===== config.mk =====
export PLATFORM = sky130hd
export DESIGN_NAME = ldm_addr_seq
export DESIGN_NICKNAME = d
export VERILOG_FILES = /design/src/rtl/ldm_seq_pkg.sv /design/src/rtl/ldm_popcnt.sv /design/src/rtl/ldm_low_idx.sv /design/src/rtl/ldm_addr_calc.sv /design/src/rtl/ldm_addr_seq.sv
export SDC_FILE = /design/constraint.sdc
export NUM_CORES = 1
export LEC_CHECK = 0
export ABC_AREA = 1
export BUFFER_PORTS_ARGS = -buffer_cell sky130_fd_sc_hd__buf_4
export CAP_MARGIN = 20
export CORE_UTILIZATION = 40
export CTS_CLUSTER_SIZE = 25
export DETAILED_ROUTE_END_ITERATION = 10
export GPL_TIMING_DRIVEN = 0
export PLACE_DENSITY = 0.6
export RECOVER_POWER = 25
export SYNTH_ARGS = -nofsm -noshare
export SYNTH_HDL_FRONTEND = slang
export SYNTH_SLANG_ARGS = --single-unit

===== constraint.sdc =====
create_clock -name clk_i -period 2.3 [get_ports clk_i]
set_clock_uncertainty 0.2 [all_clocks]
set_input_delay 0.23 -clock clk_i [delete_from_list [all_inputs] [get_ports clk_i]]
set_output_delay 0.23 -clock clk_i [all_outputs]
set_load 0.01 [all_outputs]

===== src/rtl/ldm_seq_pkg.sv =====
package ldm_seq_pkg;
  typedef enum logic [1:0] {
    ST_IDLE = 2'd0,
    ST_RUN  = 2'd1,
    ST_DONE = 2'd2
  } seq_state_e;
endpackage


===== src/rtl/ldm_popcnt.sv =====
module ldm_popcnt #(
  parameter int unsigned W     = 16,
  localparam int unsigned CW   = $clog2(W + 1)
) (
  input  logic [W-1:0]  vec_i,
  output logic [CW-1:0] cnt_o
);
  always_comb begin
    cnt_o = '0;
    for (int i = 0; i < W; i++) cnt_o = cnt_o + CW'(vec_i[i]);
  end
endmodule


===== src/rtl/ldm_low_idx.sv =====
module ldm_low_idx #(
  parameter int unsigned W   = 16,
  localparam int unsigned IW = $clog2(W)
) (
  input  logic [W-1:0]  vec_i,
  output logic [IW-1:0] idx_o
);
  always_comb begin
    idx_o = '0;
    for (int i = W - 1; i >= 0; i--)
      if (vec_i[i]) idx_o = IW'(i);
  end
endmodule


===== src/rtl/ldm_addr_calc.sv =====
module ldm_addr_calc #(
  parameter int unsigned AW     = 32,
  parameter int unsigned CW     = 5,
  parameter int unsigned STRIDE = 4
) (
  input  logic [AW-1:0] base_i,
  input  logic [CW-1:0] cnt_i,
  input  logic          up_i,
  input  logic          pre_i,
  output logic [AW-1:0] first_o,
  output logic [AW-1:0] wb_o
);
  localparam logic [AW-1:0] STEP = AW'(STRIDE);
  logic [AW-1:0] span;

  assign span = AW'(cnt_i) * STEP;

  always_comb begin
    if (up_i) begin
      first_o = pre_i ? base_i + STEP : base_i;
      wb_o    = base_i + span;
    end else begin
      // lowest register sits at lowest address
      first_o = pre_i ? base_i - span : base_i - span + STEP;
      wb_o    = base_i - span;
    end
  end
endmodule


===== src/rtl/ldm_addr_seq.sv =====
module ldm_addr_seq #(
  parameter int unsigned AW     = 32,
  parameter int unsigned NREG   = 16,
  parameter int unsigned STRIDE = 4,
  localparam int unsigned IW    = $clog2(NREG),
  localparam int unsigned CW    = $clog2(NREG + 1)
) (
  input  logic            clk_i,
  input  logic            rst_ni,
  input  logic            start_i,
  input  logic [AW-1:0]   base_i,
  input  logic [NREG-1:0] reg_list_i,
  input  logic            up_i,
  input  logic            pre_i,
  input  logic            load_i,
  input  logic            bank_sel_i,
  input  logic            wb_en_i,
  output logic            busy_o,
  output logic            req_valid_o,
  input  logic            req_ready_i,
  output logic [IW-1:0]   req_reg_o,
  output logic [AW-1:0]   req_addr_o,
  output logic            req_load_o,
  output logic            req_user_o,
  output logic            done_o,
  output logic            wb_valid_o,
  output logic [AW-1:0]   wb_addr_o,
  output logic            flush_o,
  output logic            psr_restore_o
);
  import ldm_seq_pkg::*;

  localparam int unsigned PC_IDX = NREG - 1;

  seq_state_e      state_q;
  logic [NREG-1:0] mask_q;
  logic [AW-1:0]   addr_q, wb_q;
  logic            load_q, user_q, wb_en_q, flush_q, restore_q;

  logic [CW-1:0]   cnt;
  logic [AW-1:0]   first_addr, wb_addr;
  logic [NREG-1:0] mask_next;
  logic            take, fire;

  ldm_popcnt #(.W(NREG)) u_cnt (.vec_i(reg_list_i), .cnt_o(cnt));

  ldm_addr_calc #(.AW(AW), .CW(CW), .STRIDE(STRIDE)) u_calc (
    .base_i (base_i),
    .cnt_i  (cnt),
    .up_i   (up_i),
    .pre_i  (pre_i),
    .first_o(first_addr),
    .wb_o   (wb_addr)
  );

  ldm_low_idx #(.W(NREG)) u_low (.vec_i(mask_q), .idx_o(req_reg_o));

  assign take      = start_i && (state_q == ST_IDLE);
  assign fire      = req_valid_o && req_ready_i;
  assign mask_next = mask_q & (mask_q - NREG'(1));

  always_ff @(posedge clk_i or negedge rst_ni) begin
    if (!rst_ni) begin
      state_q   <= ST_IDLE;
      mask_q    <= '0;
      addr_q    <= '0;
      wb_q      <= '0;
      load_q    <= 1'b0;
      user_q    <= 1'b0;
      wb_en_q   <= 1'b0;
      flush_q   <= 1'b0;
      restore_q <= 1'b0;
    end else begin
      unique case (state_q)
        ST_IDLE: if (take) begin
          mask_q    <= reg_list_i;
          addr_q    <= first_addr;
          wb_q      <= (reg_list_i == '0) ? base_i : wb_addr;
          load_q    <= load_i;
          user_q    <= bank_sel_i && (!reg_list_i[PC_IDX] || !load_i);
          wb_en_q   <= wb_en_i;
          flush_q   <= load_i && reg_list_i[PC_IDX];
          restore_q <= bank_sel_i && load_i && reg_list_i[PC_IDX];
          state_q   <= (reg_list_i == '0) ? ST_DONE : ST_RUN;
        end
        ST_RUN: if (fire) begin
          mask_q <= mask_next;
          addr_q <= addr_q + AW'(STRIDE);
          if (mask_next == '0) state_q <= ST_DONE;
        end
        ST_DONE: state_q <= ST_IDLE;
        default: state_q <= ST_IDLE;
      endcase
    end
  end

  assign busy_o        = (state_q != ST_IDLE);
  assign req_valid_o   = (state_q == ST_RUN);
  assign req_addr_o    = addr_q;
  assign req_load_o    = load_q;
  assign req_user_o    = req_valid_o && user_q;
  assign done_o        = (state_q == ST_DONE);
  assign wb_valid_o    = done_o && wb_en_q;
  assign wb_addr_o     = wb_q;
  assign flush_o       = done_o && flush_q;
  assign psr_restore_o = done_o && restore_q;
endmodule


* After elaboration in Yosys (flattened, before gate mapping)
Index checks and enable logic that the tools add are counted. W data, S select, Z words.
Word-level totals: flip-flop bits (word level) 87, bits in latches 0, memory bits (writable) 0, bits in read-only memories 0, bits of input ports 57, logic and storage cells 89, memories kept 0
Cells by class: add/subtract/negate cells 21, $mul 0, divide/modulo/power cells 0, order comparisons 0, eq/ne operators 5, shift-type cells 0, mux-type cells 32, bitwise operators 1, reduce and logical (&&, ||, !) cells 21
Operators with widths (count):
- $mux W32 | 7
- $add A32 B3 Y32 const B | 3
- $add A5 B1 Y5 | 14
- $mux W4 | 16
- $pmux W32 S2 | 1
- $add A32 B7 Y32 | 1
- $logic_not A16 Y1 | 2
- $mux W16 | 2
- $pmux W16 S2 | 1
- $sub A32 B7 Y32 | 1
- $and A16 B16 Y16 | 1
- $sub A16 B1 Y16 const B | 1
- $logic_and A1 B1 Y1 | 10
- $mux W2 | 4
- $reduce_and A3 Y1 | 2
- $ne A2 B1 Y1 const B | 2
- $pmux W2 S2 | 1
- $reduce_bool A2 Y1 | 2
- $add A1 B1 Y2 | 1
- $eq A2 B1 Y1 const B | 1
- $eq A2 B2 Y1 const B | 1
- $logic_not A1 Y1 | 2
- $logic_not A2 Y1 | 1
- $ne A2 B2 Y1 const B | 1
- other kinds (2) | 2

* Logic depth before layout (Yosys ltp)
depth in word-level cells 21, gate-level depth with buffers 36

* Hierarchy
Synthesis repeated with hierarchy kept, for this count alone.
Unflattened totals: cell total of the unflattened synthesis 1681, area total of the unflattened synthesis 10137.2 um2
By module, submodules not included:
- ldm_addr_seq | instances 1, cells each 722, area each 5166.2 um2
- ldm_addr_calc | instances 1, cells each 857, area each 4329.2 um2
- ldm_popcnt | instances 1, cells each 56, area each 429.2 um2
- ldm_low_idx | instances 1, cells each 46, area each 212.7 um2

* Worst setup path after synthesis
OpenSTA, ideal clock, no wires.
path type input port to flip-flop, start point in reg_list_i[0], end point reg addr_q[29] (netlist: req_addr_o[29]), library setup time 0.118 ns, arrival 5.308 ns, required time 1.982 ns, path slack -3.326 ns, stages 30, buffers on the path 2, path through inv_1 > ha_1 > inv_1 > fa_1 > fa_1 > fa_1 > fa_1 > fa_1 > fa_1 > nor2_1 > inv_1 > nand2_1 > inv_1 > ha_1 > buf_4 > nand2_1 > nand3_4 > buf_6 > nand3_1 > nand2_2 > nor2_4 > nand3_4 > nor2_4 > nand2_4 > nor2_4 > nand2_1 > nand3_1 > o211ai_1 > nand3_1 > nand2_1
Between the ends: cells in the longest elaborated chain, start to end 21
Ends and longest elaborated chain:
- start, declared | line ldm_addr_seq.sv:12 | input logic [NREG-1:0] reg_list_i,
- $add A1 B1 Y2 (*) | line ldm_popcnt.sv:10 | for (int i = 0; i < W; i++) cnt_o = cnt_o + CW'(vec_i[i]);
- $add A5 B1 Y5 (*) (14 in series) | line ldm_popcnt.sv:10
- $sub A32 B7 Y32 (*) | line ldm_addr_calc.sv:24 | first_o = pre_i ? base_i - span : base_i - span + STEP;
- $add A32 B3 Y32 | line ldm_addr_calc.sv:24
- $mux W32 (*) | line ldm_addr_calc.sv:24
- $mux W32 (*) | line ldm_addr_calc.sv:19 | if (up_i) begin
- $mux W32 (*) | line ldm_addr_seq.sv:75 | ST_IDLE: if (take) begin
- $pmux W32 S2 (*) | line ldm_addr_seq.sv:74 | unique case (state_q)
- end signal, assigned | line ldm_addr_seq.sv:77 | addr_q <= first_addr;
- end signal, assigned | line ldm_addr_seq.sv:88 | addr_q <= addr_q + AW'(STRIDE);
- end, declared | line ldm_addr_seq.sv:37 | logic [AW-1:0] addr_q, wb_q;
Every way passes the cells marked *; elsewhere a longest branch is shown, timed or not. The select of a mux whose other input is x is not followed. A chain may end at the register's enable or synchronous reset.

* Final worst setup path
start point in reg_list_i[0], end point reg addr_q[18] (netlist: req_addr_o[18])
Same word-level chain as after synthesis.

==> run metrics <==
outcome finished with violations; violated checks setup timing; EDFF count, synth 0; GP Congestion 1.027; Avg Inst Size Synth 6.211 sq um; Root Buffer clkbuf_16; Final WS setup -3.457 ns; placed cell areas 11,000 sq um; most common cell after layout, fill and taps aside nand2_1; Finished Layout Cells 2,077; PortBufs 115; reg2reg path depth 12; initial DRC count 964; Yosys cell types 54; power per cell area 1246 nW/um^2; Startpoint Class input pin; Net Switching 8.318 mW; Die Y 155.5 um; Synthesized Nets 1,608; Slew Limit Fails 0; clk buf depth 2; P_leak 5.898 nW; drt drc 0; Final Util 58.58%; RSZ-0062 raised after global routing true; post-DP HPWL 32,120 um; worst setup path class input pin to register; Worst slew margin 36.30%; register bit total from synthesis 87; H-tree Lvls 3; Tmin final 5.757 ns; # rows 55; Async S/R FF share, synth 100.0%; max-cap violation count 0; Clock power frac 8.8%; CTS tree done; CP Data Arrival Time 5.81 ns; Synth top area share 23.09%; Boundary Pins 133; VDD IR max 1365 uV; Slew @ Worst Pin 0.9555 ns; FF-to-FF setup slack -0.42 ns; GRT met3 Usage 6.490%; sw frac 49.87%; DR WL/cell 20.12 um; Design Area, Final 13,380 sq um; Worst Path Required 2.35 ns; Initial Util 41.27%; Placed Cells 1,947; All-Layer GR Usage 34.26%; Combinational Power Share 73.1%; Synth Flop Type dfrtp_1; DR vias 11.57k; global route total overflow 0; Seq pwr share 18.1%; f_max 173.7 MHz; DRT Wirelength 41,780 um; via/cell ratio 5.572; final hold violations 0; synth warn 0; most frequent cells in the layout nand2_1 (296), buf_4 (189), inv_1 (156), nor2_1 (156); Placeable Area 22,850 sq um; hold crit path type input pin to register; nets@finish 1,848; Worst Setup End Kind register; die area 24,190 sq um; final setup fails 61; layout cells sized above 1 33.35%; met2 global-route usage 54.49%; vias in the first global route 10.65k; Chip Width 155.5 um; Sink Count 87; final total power 16.68 mW; Post-Syn Area 9428 sq um; first-pass GRT wire length 61,960 um; Seq/Total Area, Yosys 23.09%; CTS Buf Count 9; most used routing layer met2; worst slack, placed -3.991 ns; internal power 8.360 mW; largest net degree at the start of global routing 60; initial antenna violation count 1; synthesis-to-layout area growth 41.96%; worst skew pair latency 0.36 ns; area leader, netlist dfrtp_1; hold wc startpoint reg_list_i[6]; Hold Crit Depth 3; filler instances 2,242; Pre-Repair DR Iteration Count 5; worst r2r dst req_addr_o[28]; RR Startpoint req_addr_o[3]; Post-DRT Antenna Nets 0; Synth area leaders dfrtp_1 (23%), nand2_1 (14%), nor2_1 (7.6%), inv_1 (7.4%), nand3_1 (6.1%); cells after synthesis 1,518; met1 Track Usage GR 45.88%; Hold Path Sink mask_q[6]; Final Cycle Share 250.3%; CTS clk-pin slew, worst paths 0.07 ns; CP Max Fanout 5
==> flip-flops by register name (all words and copies together) (netlist names) <==
signal / flops
req_addr_o: 32
wb_addr_o: 32
mask_q: 16
state_q: 2
flush_q: 1
req_load_o: 1
restore_q: 1
user_q: 1
wb_en_q: 1
==> metal layers <==
metal	share of wire, %	vias to the layer above
met2	45	581
met3	8.8	91
met1	42	5427
li1	-	5474
met4	3.9	0
met5	0	-
==> worst max-delay path: stages <==
cell	delay [ns]
buf_12	0.09
inv_12	0.03
ha_4	0.24
inv_2	0.03
fa_1	0.50
fa_1	0.44
fa_1	0.54
fa_1	0.44
fa_2	0.37
fa_2	0.61
inv_4	0.06
fa_2	0.41
nor2_4	0.12
nand2_2	0.09
nand3_4	0.10
nand2_2	0.08
nand2_4	0.13
nand3_4	0.09
nor2_4	0.22
buf_4	0.15
nand2_2	0.05
nor3_4	0.20
nand2_1	0.09
o21ai_1	0.15
nand3_1	0.15
nand3_1	0.13
nand2_1	0.06
==> power by group through the flow <==
stage	logic [mW]	registers (mW)	clock network, mW
final	12.2	3.02	1.47
after global routing	13.1	3.11	1.55
after CTS	10.8	2.98	1.49
after detailed placement	8.56	2.99	0
after global placement	8.48	2.98	0
after floorplan	5.48	3.10	0
==> stage by stage <==
step                      hold WS [ns]  setup TNS, ns
after floorplan                -0.2656        -168.10
after global placement          0.2513        -221.53
after detailed placement     -0.007778        -224.28
after CTS                     0.008092        -181.33
after global routing           0.04230        -201.60
final                          0.02099        -186.97
==> cell type report <==
| cell class | count | area [sq um] | area share (%) |
|---|---|---|---|
| inverter | 204 | 827.0 | 6.179 |
| buffer | 61 | 326.6 | 2.440 |
| multi-input combinational | 1165 | 7468 | 55.80 |
| timing repair buffer | 230 | 1907 | 14.25 |
| antenna | 1 | 2.502 | 0.01870 |
| clock buffer | 10 | 239.0 | 1.786 |
| tap | 313 | 391.6 | 2.926 |
| clock inverter | 6 | 43.79 | 0.3272 |
| sequential | 87 | 2178 | 16.28 |
==> cells by family after synthesis <==
logic type / synth area share (%)
and+or+nand+nor: 38.98
adders and majority gates: 5.335
AOI/OAI and AO/OA: 17.58
buffers and inverters: 11.31
xor gates and xnor gates: 3.703
DFF: 23.09
==> how the worst max path moves through the flow <==
stage	from	to	slack, ns	depth (start not counted)
global placement	reg_list_i[0]	req_addr_o[29]	-3.95	28
detailed placement	reg_list_i[0]	req_addr_o[29]	-3.99	29
CTS	reg_list_i[0]	req_addr_o[29]	-3.40	27
finish	reg_list_i[0]	req_addr_o[18]	-3.46	27
floorplan	reg_list_i[0]	req_addr_o[27]	-3.12	28
global route	reg_list_i[0]	req_addr_o[16]	-3.64	32
==> Yosys cell counts, types with 4 or more instances <==
| cell | n |
|---|---|
| nor4_1 | 9 |
| nor2_2 | 22 |
| o21ai_1 | 10 |
| buf_2 | 11 |
| clkbuf_1 | 40 |
| a211oi_1 | 4 |
| nor2_4 | 10 |
| buf_4 | 4 |
| inv_2 | 15 |
| nand4_1 | 30 |
| o221ai_1 | 7 |
| xor2_1 | 35 |
| nor2_1 | 191 |
| a21oi_1 | 78 |
| nand2_2 | 17 |
| fa_1 | 12 |
| o211ai_1 | 26 |
| dfrtp_1 | 87 |
| o311ai_0 | 4 |
| nand2_4 | 5 |
| buf_6 | 5 |
| inv_1 | 185 |
| nor3_2 | 6 |
| nand2_1 | 356 |
| nand3_1 | 115 |
| nor3_1 | 28 |
| a31oi_1 | 28 |
| o21ai_0 | 114 |
| ha_1 | 21 |
==> timing repair <==
item | CTS | global route
hold endpoints to repair | 48 | 0
resized for setup | 222 | 110
pin swaps | 95 | 82
hold buffers | 18 | 0
cloned | 1 | 0
setup buffers | 59 | 36
endpoints found under the setup margin | 90 | 83
No activity file was read; power rests on OpenSTA's default activity.
